$ cat src/rtl/vid_pkg.sv
package vid_pkg;

    // Phase order inside both a line and a frame; the order is behaviour.
    typedef enum logic [1:0] {
        PH_SYNC  = 2'd0,
        PH_BACK  = 2'd1,
        PH_DATA  = 2'd2,
        PH_FRONT = 2'd3
    } phase_e;

    localparam int NUM_PHASES = 4;
    localparam int NUM_AXES   = 2;
    localparam int AX_H       = 0;
    localparam int AX_V       = 1;

    // Polarity control bit positions.
    localparam int POL_VS   = 0;
    localparam int POL_HS   = 1;
    localparam int POL_DE   = 2;
    localparam int POL_PIX  = 3;
    localparam int POL_PCLK = 4;
    localparam int POL_W    = 5;

endpackage

$ cat src/rtl/vid_axis_ctr.sv
module vid_axis_ctr
    import vid_pkg::*;
#(
    parameter int TW = 12
) (
    input  logic          clk,
    input  logic          rst_n,
    input  logic          clr,
    input  logic          step,
    input  logic [TW-1:0] len_sync,
    input  logic [TW-1:0] len_back,
    input  logic [TW-1:0] len_data,
    input  logic [TW-1:0] len_front,
    output phase_e        phase,
    output logic          at_first,
    output logic          at_last
);

    typedef struct packed {
        phase_e        ph;
        logic [TW-1:0] cnt;
    } ctr_t;

    ctr_t          s_d, s_q;
    logic [TW-1:0] cur_len;
    logic [TW-1:0] lim;
    logic          wrap;

    // Length of the current phase; zero counts as one.
    always_comb begin
        unique case (s_q.ph)
            PH_SYNC:  cur_len = len_sync;
            PH_BACK:  cur_len = len_back;
            PH_DATA:  cur_len = len_data;
            default:  cur_len = len_front;
        endcase
        lim  = (cur_len == '0) ? '0 : cur_len - 1'b1;
        wrap = (s_q.cnt == lim);
    end

    always_comb begin
        s_d = s_q;
        if (clr) begin
            s_d.ph  = PH_SYNC;
            s_d.cnt = '0;
        end else if (step) begin
            if (wrap) begin
                s_d.ph  = phase_e'(s_q.ph + 2'd1);
                s_d.cnt = '0;
            end else begin
                s_d.cnt = s_q.cnt + 1'b1;
            end
        end
    end

    always_ff @(posedge clk or negedge rst_n) begin
        if (!rst_n) begin
            s_q <= '{ph: PH_SYNC, cnt: '0};
        end else begin
            s_q <= s_d;
        end
    end

    assign phase    = s_q.ph;
    assign at_first = (s_q.ph == PH_SYNC) && (s_q.cnt == '0);
    assign at_last  = (s_q.ph == PH_FRONT) && wrap;

endmodule

$ cat src/rtl/vid_pix_stage.sv
module vid_pix_stage
    import vid_pkg::*;
#(
    parameter int PIX_W = 24
) (
    input  logic             clk,
    input  logic             rst_n,
    input  logic             run,
    input  phase_e           h_ph,
    input  phase_e           v_ph,
    input  logic             h_first,
    input  logic             v_first,
    input  logic             h_last,
    input  logic             v_last,
    input  logic [POL_W-1:0] pol,
    input  logic             buf_empty,
    input  logic [PIX_W-1:0] buf_data,
    output logic             pop,
    output logic             hs_o,
    output logic             vs_o,
    output logic             de_o,
    output logic [PIX_W-1:0] pix_o,
    output logic             pclk_inv_o,
    output logic             ev_vs_o,
    output logic             ev_fd_o,
    output logic             ev_ur_o,
    output logic             urun_o
);

    typedef struct packed {
        logic             hs;
        logic             vs;
        logic             de;
        logic             pclk_inv;
        logic             ev_vs;
        logic             ev_fd;
        logic             ev_ur;
        logic             urun;
        logic [PIX_W-1:0] pix;
        logic [PIX_W-1:0] last;
    } out_t;

    out_t             o_d, o_q;
    logic             act_pix;
    logic             frame_end;
    logic             starve;
    logic [PIX_W-1:0] raw_pix;

    always_comb begin
        act_pix   = run && (h_ph == PH_DATA) && (v_ph == PH_DATA);
        frame_end = run && h_last && v_last;
        starve    = act_pix && buf_empty && !o_q.urun;
        pop       = act_pix && !buf_empty && !o_q.urun;

        if (!act_pix) begin
            raw_pix = '0;
        end else if (pop) begin
            raw_pix = buf_data;
        end else begin
            raw_pix = o_q.last;
        end

        o_d          = o_q;
        o_d.hs       = (run && (h_ph == PH_SYNC)) ^ pol[POL_HS];
        o_d.vs       = (run && (v_ph == PH_SYNC)) ^ pol[POL_VS];
        o_d.de       = act_pix ^ pol[POL_DE];
        o_d.pclk_inv = pol[POL_PCLK];
        o_d.ev_vs    = run && h_first && v_first;
        o_d.ev_fd    = frame_end;
        o_d.ev_ur    = starve;
        o_d.urun     = run && !frame_end && (o_q.urun || starve);
        o_d.pix      = raw_pix ^ {PIX_W{pol[POL_PIX]}};
        o_d.last     = pop ? buf_data : o_q.last;
    end

    always_ff @(posedge clk or negedge rst_n) begin
        if (!rst_n) begin
            o_q <= '0;
        end else begin
            o_q <= o_d;
        end
    end

    assign hs_o       = o_q.hs;
    assign vs_o       = o_q.vs;
    assign de_o       = o_q.de;
    assign pix_o      = o_q.pix;
    assign pclk_inv_o = o_q.pclk_inv;
    assign ev_vs_o    = o_q.ev_vs;
    assign ev_fd_o    = o_q.ev_fd;
    assign ev_ur_o    = o_q.ev_ur;
    assign urun_o     = o_q.urun;

endmodule

$ cat src/rtl/vid_timing_engine.sv
module vid_timing_engine
    import vid_pkg::*;
#(
    parameter int TW    = 12,
    parameter int PIX_W = 24
) (
    input  logic             clk,
    input  logic             rst_n,
    input  logic             enable,
    input  logic [TW-1:0]    h_sync_len,
    input  logic [TW-1:0]    h_back_len,
    input  logic [TW-1:0]    h_data_len,
    input  logic [TW-1:0]    h_front_len,
    input  logic [TW-1:0]    v_sync_len,
    input  logic [TW-1:0]    v_back_len,
    input  logic [TW-1:0]    v_data_len,
    input  logic [TW-1:0]    v_front_len,
    input  logic [4:0]       polarity,
    input  logic             buf_empty,
    input  logic [PIX_W-1:0] buf_data,
    output logic             buf_pop,
    output logic             hsync,
    output logic             vsync,
    output logic             de,
    output logic [PIX_W-1:0] pix_out,
    output logic             pclk_invert,
    output logic             ev_vsync_start,
    output logic             ev_frame_done,
    output logic             ev_underrun,
    output logic             underrun
);

    logic [TW-1:0]       ax_len  [NUM_AXES][NUM_PHASES];
    phase_e              ax_ph   [NUM_AXES];
    logic [NUM_AXES-1:0] ax_first;
    logic [NUM_AXES-1:0] ax_last;
    logic [NUM_AXES-1:0] ax_step;

    assign ax_len[AX_H][0] = h_sync_len;
    assign ax_len[AX_H][1] = h_back_len;
    assign ax_len[AX_H][2] = h_data_len;
    assign ax_len[AX_H][3] = h_front_len;
    assign ax_len[AX_V][0] = v_sync_len;
    assign ax_len[AX_V][1] = v_back_len;
    assign ax_len[AX_V][2] = v_data_len;
    assign ax_len[AX_V][3] = v_front_len;

    // The pixel axis steps every enabled cycle; the line axis steps at each line end.
    assign ax_step[AX_H] = enable;
    assign ax_step[AX_V] = enable && ax_last[AX_H];

    for (genvar g = 0; g < NUM_AXES; g++) begin : g_axis
        vid_axis_ctr #(.TW(TW)) u_ctr (
            .clk       (clk),
            .rst_n     (rst_n),
            .clr       (!enable),
            .step      (ax_step[g]),
            .len_sync  (ax_len[g][0]),
            .len_back  (ax_len[g][1]),
            .len_data  (ax_len[g][2]),
            .len_front (ax_len[g][3]),
            .phase     (ax_ph[g]),
            .at_first  (ax_first[g]),
            .at_last   (ax_last[g])
        );
    end

    vid_pix_stage #(.PIX_W(PIX_W)) u_pix (
        .clk        (clk),
        .rst_n      (rst_n),
        .run        (enable),
        .h_ph       (ax_ph[AX_H]),
        .v_ph       (ax_ph[AX_V]),
        .h_first    (ax_first[AX_H]),
        .v_first    (ax_first[AX_V]),
        .h_last     (ax_last[AX_H]),
        .v_last     (ax_last[AX_V]),
        .pol        (polarity),
        .buf_empty  (buf_empty),
        .buf_data   (buf_data),
        .pop        (buf_pop),
        .hs_o       (hsync),
        .vs_o       (vsync),
        .de_o       (de),
        .pix_o      (pix_out),
        .pclk_inv_o (pclk_invert),
        .ev_vs_o    (ev_vsync_start),
        .ev_fd_o    (ev_frame_done),
        .ev_ur_o    (ev_underrun),
        .urun_o     (underrun)
    );

endmodule

$ cat config.mk
export PLATFORM = sky130hd
export DESIGN_NAME = vid_timing_engine
export DESIGN_NICKNAME = d
export VERILOG_FILES = /design/src/rtl/vid_pkg.sv /design/src/rtl/vid_axis_ctr.sv /design/src/rtl/vid_pix_stage.sv /design/src/rtl/vid_timing_engine.sv
export SDC_FILE = /design/constraint.sdc
export NUM_CORES = 1
export LEC_CHECK = 0
export ABC_AREA = 1
export ABC_CLOCK_PERIOD_IN_PS = 5500
export CAP_MARGIN = 40
export CORE_AREA = 2 2 158 160
export CTS_BUF_LIST = sky130_fd_sc_hd__clkbuf_16
export DETAILED_ROUTE_END_ITERATION = 12
export DIE_AREA = 0 0 160 162
export HOLD_SLACK_MARGIN = 0.03
export PLACE_DENSITY_LB_ADDON = 0.1
export SKIP_LAST_GASP = 1
export SLEW_MARGIN = 20
export SYNTH_ARGS = -nofsm -noshare
export SYNTH_HDL_FRONTEND = slang
export SYNTH_HIERARCHICAL = 1
export SYNTH_SLANG_ARGS = --single-unit
$ cat constraint.sdc
create_clock -name clk -period 5.5 [get_ports clk]
set_input_delay 0.55 -clock clk [delete_from_list [all_inputs] [get_ports clk]]
set_output_delay 0.55 -clock clk [all_outputs]
set_load 0.02 [all_outputs]
=== Yosys cells after proc, flatten, opt, wreduce, memory -nomap -nowiden ===
Cells that the tools add are included.

* Register bits after elaboration: 84
* Input bits: 129
* Output and inout port bits: 33
* Logic and storage cells: 77

* $add $sub $neg: 6
* Equal/unequal tests: 11
* Multiplexer cells: 13
* Bitwise operators: 4
* Reduce and logical (&&, ||, !) cells: 29

{| class="wikitable"
|+ Operators with widths
! kind !! count
|-
| 12-bit case mux with 3 select lines || 2
|-
| 12-bit zero test || 4
|-
| 12-bit 2-to-1 mux || 4
|-
| 24-bit 2-to-1 mux || 2
|-
| 14-bit 2-to-1 mux || 3
|-
| 12-bit by 1-bit adder with 12-bit output (second input constant) || 2
|-
| 12-bit equality test || 2
|-
| 12-bit by 1-bit subtractor with 12-bit output (second input constant) || 2
|-
| 24-bit XOR || 1
|-
| 1-bit logical AND || 18
|-
| 2-bit equality test (second input constant) || 4
|-
| 2-bit by 1-bit != test with 1-bit output (second input constant) || 3
|-
| 2-bit by 1-bit adder with 2-bit output (second input constant) || 2
|-
| 2-bit by 1-bit equality test with 1-bit output (second input constant) || 2
|-
| 2-bit zero test || 2
|-
| 2-bit 2-to-1 mux || 2
|-
| 1-bit zero test || 3
|-
| 1-bit XOR || 3
|-
| 2-bit AND reduction || 1
|-
| 1-bit logical OR || 1
|}

=== Longest topological paths before layout ===
* Depth after elaboration: 11
* Gate-level depth with buffers: 30
* Gate-level depth less buffers: 28

=== Modules after synthesis ===
The synthesis kept the hierarchy.

{| class="wikitable"
|+ By module, submodules not included
! module !! instances !! cells each !! area an instance (um2) !! sequential area each (um2)
|-
| vid_pix_stage || 1 || 398 || 3,046.7 || 1,401.3
|-
| vid_axis_ctr (g_axis[1].u_ctr) || 1 || 340 || 2,059.5 || 350.3
|-
| vid_axis_ctr (g_axis[0].u_ctr) || 1 || 331 || 2,016.9 || 350.3
|-
| vid_timing_engine || 1 || 3 || 11.3 || 0.0
|}

=== Worst setup path after synthesis ===
OpenSTA, ideal clock, no wires.

* Path kind: reg2reg
* From: register g_axis[0].u_ctr.s_q, in the netlist g_axis[0].u_ctr/phase[0]
* To: register g_axis[1].u_ctr/s_q[11] (netlist bit)
* Library setup time: 0.142 ns
* Arrival: 3.604 ns
* Data required time: 5.358 ns
* Setup slack: 1.754 ns
* Stages on the path, launching flop included: 31
* Path buffers: 2
* Period minus slack after synthesis: 3.746 ns
* Cell sequence: dfrtp_1 > inv_1 > ha_1 > buf_2 > nand2_1 > nand2_1 > o21ai_2 > ha_1 > inv_1 > nor2_4 > nand3_4 > buf_6 > nand2_2 > nand2_2 > nand2_1 > nand2_1 > nor2_1 > nand4_1 > nor2_1 > and3_1 > nand2_1 > inv_1 > nor2_1 > nor3_1 > inv_1 > nor2_1 > nand3_1 > nor3_1 > nand3_1 > xor2_1 > a21oi_2

* Word-level cells in the longest chain between the ends: 8

{| class="wikitable"
|+ Ends and longest elaborated chain
! item !! RTL line !! RTL
|-
| start, declared || vid_axis_ctr.sv:24 || <nowiki>ctr_t s_d, s_q;</nowiki>
|-
| start signal, assigned || vid_axis_ctr.sv:58 || <nowiki>s_q <= '{ph: PH_SYNC, cnt: '0};</nowiki>
|-
| 2-bit equality test (tied with other cells) || vid_axis_ctr.sv:31 || <nowiki>unique case (s_q.ph)</nowiki>
|-
| 12-bit case mux with 3 select lines || vid_axis_ctr.sv:31 ||
|-
| 12-bit by 1-bit subtractor with 12-bit output / 12-bit zero test (equally long branches) || vid_axis_ctr.sv:37 || <nowiki>lim = (cur_len == '0) ? '0 : cur_len - 1'b1;</nowiki>
|-
| 12-bit 2-to-1 mux || vid_axis_ctr.sv:37 ||
|-
| 12-bit equality test || vid_axis_ctr.sv:38 || <nowiki>wrap = (s_q.cnt == lim);</nowiki>
|-
| 1-bit logical AND (*) || vid_axis_ctr.sv:66 || <nowiki>assign at_last = (s_q.ph == PH_FRONT) && wrap;</nowiki>
|-
| net ax_last[0] || vid_timing_engine.sv:36 || <nowiki>logic [NUM_AXES-1:0] ax_last;</nowiki>
|-
| 1-bit logical AND (*) || vid_timing_engine.sv:50 || <nowiki>assign ax_step[AX_V] = enable && ax_last[AX_H];</nowiki>
|-
| net ax_step[1] || vid_timing_engine.sv:37 || <nowiki>logic [NUM_AXES-1:0] ax_step;</nowiki>
|-
| 2-bit by 1-bit != test with 1-bit output (no line) (*) || -- ||
|-
| end signal, assigned || vid_axis_ctr.sv:58 ||
|-
| end, declared || vid_axis_ctr.sv:24 ||
|}

The timed path passes the listed nets; every way through them passes the cells marked *.
A chain may end at the register's enable or synchronous reset.

=== Final worst setup path ===
Ends and elaborated chain as after synthesis.

==> summary.md <==
| Metric | Value |
|---|---|
| Status | `completed` |
| Inserted Diodes | `0` |
| Peak VDD IR | `0.124 mV` |
| Dpl hpwl | `15,400 um` |
| Pins Over Slew Limit | `0` |
| CP startpoint | `g_axis[0].u_ctr/phase[0]` |
| CP Capture Type | `flop` |
| Power Dens Cells | `252 nW/um^2` |
| Post-Synth Simple-Gate Area | `44.4%` |
| Synthesis-stage register bit count | `84` |
| Seq pwr share | `31.3%` |
| ANT nets after route | `0` |
| RSZ-0062 raised after global routing | `no` |
| Register area share after synthesis | `29.5%` |
| Cell-internal power | `0.00139 W` |
| CTS buffer count | `9` |
| R2r startpoint | `g_axis[0].u_ctr/phase[0]` |
| Drt total wl | `20,500 um` |
| Top-count cell post-synth | `nand2_1` |
| Worst slack at placement | `1.06 ns` |
| Non-Filler Instances | `1,506` |
| Sw Pwr | `0.000878 W` |
| R2R Setup Slk | `1.10 ns` |
| Total track usage | `16.2%` |
| Arr. time, crit path | `4.60 ns` |
| Yosys top cell by area | `dfrtp_1` |
| Critical Path Most Common Cell | `nand2_1` |
| DRC viols | `0` |
| Adder-cell share of the synthesized area | `3.16%` |
| First-pass GRT wire length | `34,300 um` |
| Die Height | `162 um` |
| Slowest-stage cell, CP | `dfrtp_1` |
| Setup TNS | `0 ns` |
| Reg2Reg Capture Point | `g_axis[1].u_ctr/s_q[11]` |
| Reg area | `2100 um^2` |
| # IOs | `162` |
| Final Hold Fails | `0` |
| Layout area overhead | `26.3%` |
| Fin nets | `1,324` |
| H-tree depth | `3` |
| FP Rows | `57` |
| Largest net degree at the start of global routing | `60` |
| WL/cell | `13.6 um` |
| Total global routing overflow | `0` |
| Max-cap violations | `0` |
| Syn Area/Cell | `6.66 um^2` |
| Crit path required time | `5.70 ns` |
| FILL cells | `2,701` |
| TritonCTS clock tree | `built` |
| Final WS setup | `1.10 ns` |
| R2R cell count | `28` |
| Async SR Flop Fraction | `100%` |
| Drt first pass iters | `5` |
| CTS max path bufs | `2` |
| EDFF count, synth | `0` |
| XOR/XNOR Fraction of Synth Area | `2.33%` |
| CP delay by family, top | `simple AND/OR/NAND/NOR gates` |
| Worst-Skew Late Latency | `0.33 ns` |
| Largest family of logic cells by synthesized area | `simple AND/OR/NAND/NOR gates` |
| Ranking of synthesized cells by area | `dfrtp_1, nand2_1, nand3_1` |
| Synth Warn # | `6` |
| Crit path depth | `28` |
| Initial Utilization | `29.6%` |
| Switching power share of the total | `38.6%` |
| Synth top cells by count | `nand2_1, inv_1, nand3_1` |
| Final Cycle Share | `80.0%` |
| Post-route minimum period | `4.40 ns` |
| Clk pwr share | `26.0%` |
| Port-buffer cells | `161` |
| Main synth FF type | `dfrtp_1` |
| Comb pwr share | `42.7%` |
| Crit path to | `g_axis[1].u_ctr/s_q[11]` |
| Buffers plus inverters on the worst setup path | `4` |
| Mux cell area share after synthesis | `0%` |
| Setup repair bufs after CTS | `0` |
| Kind of critical path | `flop to flop` |
| Post-synth net total | `1,219` |
| Synth Area in Compound Gates | `6.21%` |
| Antenna violations before repair | `0` |
| Startpoint types | `flop` |
| Core Area | `24,100 um^2` |
| Iter 0 DRT Violations | `386` |
| Multi-input logic area | `4010 um^2` |
| Synth top area share | `29.5%` |
| Layout cells sized above 1 | `8.71%` |
| DIE AREA | `25,900 um^2` |
| Sink Count | `84` |
| Slowest stage delay, CP | `0.51 ns` |
| Worst slew margin | `57.2%` |
| Routed vias | `6,837` |
| Placed Area | `8700 um^2` |
| Crit Path Max Fanout | `24` |
| Final Cell Area | `9010 um^2` |
| Fin Clk Skew | `0.00592 ns` |
| Vias in the first global route | `6,949` |
| Fmax | `227 MHz` |
| Post-CTS Hold Buffers | `0` |
| Pleak | `4.39 nW` |
| Synth Cell Area | `7130 um^2` |
| Gp weighted congestion | `0.828` |
| Worst min path class | `input port to asynchronous set/reset pin` |
| Root Driver | `clkbuf_16` |
| Die X-Extent | `160 um` |
| Avg Vias per Cell | `4.54` |
| Clk pin slew, worst setup/hold paths | `0.06 ns` |
| Synth unique cells | `40` |
| Worst-Margin Slew | `0.642 ns` |
| Final setup vio count | `0` |
| CTS-repair resized insts | `0` |
| Mapped Cells | `1,072` |
| Placed cells | `1,489` |
## worst min path at each step
| stage | slack (ns) | to | cells after the start |
|---|---|---|---|
| finish | 0.13 | u_pix/pix_o[23] | 1 |
| global route | 0.14 | u_pix/pix_o[23] | 1 |
| CTS | 0.13 | u_pix/pix_o[23] | 1 |
| detailed placement | 0.48 | u_pix/o_q[17] | 2 |
| global placement | 0.48 | u_pix/o_q[2] | 2 |
| floorplan | 0.25 | g_axis[0].u_ctr/phase[0] | 0 |
## logic make-up after synthesis
kind of cell	after synthesis
AO/OA/AOI/OAI	58
XOR/XNOR	19
adder cells (fa/ha/maj)	18
buffers and inverters	206
flip-flops	84
AND/OR/NAND/NOR	687
## cell type report
type | count | area share, %
Clock buffer | 9 | 2.50
Tap cell | 324 | 4.50
Timing Repair Buffer | 170 | 19.1
Multi-Input combinational cell | 782 | 44.5
Clock inverter | 7 | 0.653
Inverter | 130 | 5.42
Sequential cell | 84 | 23.3
## power groups by stage
stage	combinational, W	sequential, W	clock (W)
floorplan	0.000713	0.000718	0
global placement	0.000976	0.000722	0
detailed placement	0.000978	0.000723	0
CTS	0.000981	0.000712	0.000620
global route	0.00111	0.000719	0.000638
finish	0.000969	0.000712	0.000592
## per-layer routing
layer / track usage (%) / wire (um)
met1: 20.5 / 9520
met2: 28.9 / 10200
met3: 2.63 / 590
met4: 3.52 / 223
met5: 0 / 0
## metrics by stage
step / hold slack, ns / total power (W) / util (%)
2_1_floorplan: 0.254 / 0.00143 / -
3_3_place_gp: 0.477 / 0.00170 / 35.9
3_5_place_dp: 0.477 / 0.00170 / 36.1
4_1_cts: 0.133 / 0.00231 / 37.3
5_1_grt: 0.142 / 0.00247 / 37.4
6_report: 0.126 / 0.00227 / 37.4
## layout by cell type, fill, tap and decap left out, drive strengths merged
| cell type | count |
|---|---|
| nand3 | 107 |
| clkbuf | 9 |
| clkdlybuf4s50 | 160 |
| nand2 | 400 |
| nor2 | 62 |
| nand3b | 4 |
| nor3b | 1 |
| xnor2 | 2 |
| ha | 18 |
| clkinvlp | 1 |
| inv | 130 |
| bufinv | 1 |
| o21bai | 6 |
| nor3 | 14 |
| dfrtp | 84 |
| clkinv | 5 |
| a21oi | 22 |
| a21boi | 1 |
| xor2 | 17 |
| o21ai | 29 |
| and3 | 2 |
| buf | 10 |
| or2 | 17 |
| nand4 | 80 |
## sequential cells by signal, summed over array words and instances (netlist names)
signal,cells
g_axis.u_ctr/s_q,24
u_pix/o_q,24
u_pix/pix_o,24
g_axis.u_ctr/phase,4
u_pix/de_o,1
u_pix/ev_fd_o,1
u_pix/ev_ur_o,1
u_pix/ev_vs_o,1
u_pix/hs_o,1
u_pix/pclk_inv_o,1
u_pix/urun_o,1
u_pix/vs_o,1
## worst register-to-register path, delay by kind of cell, from the launching register on
kind,cells,cell delay (ns)
buffers and inverters,4,0.33
XOR/XNOR,1,0.18
AND/OR/NAND/NOR,19,2.32
adder cells (fa/ha/maj),2,0.60
flip-flops,1,0.51
AO/OA/AOI/OAI,2,0.33
No activity file was read; power rests on OpenSTA's default activity.
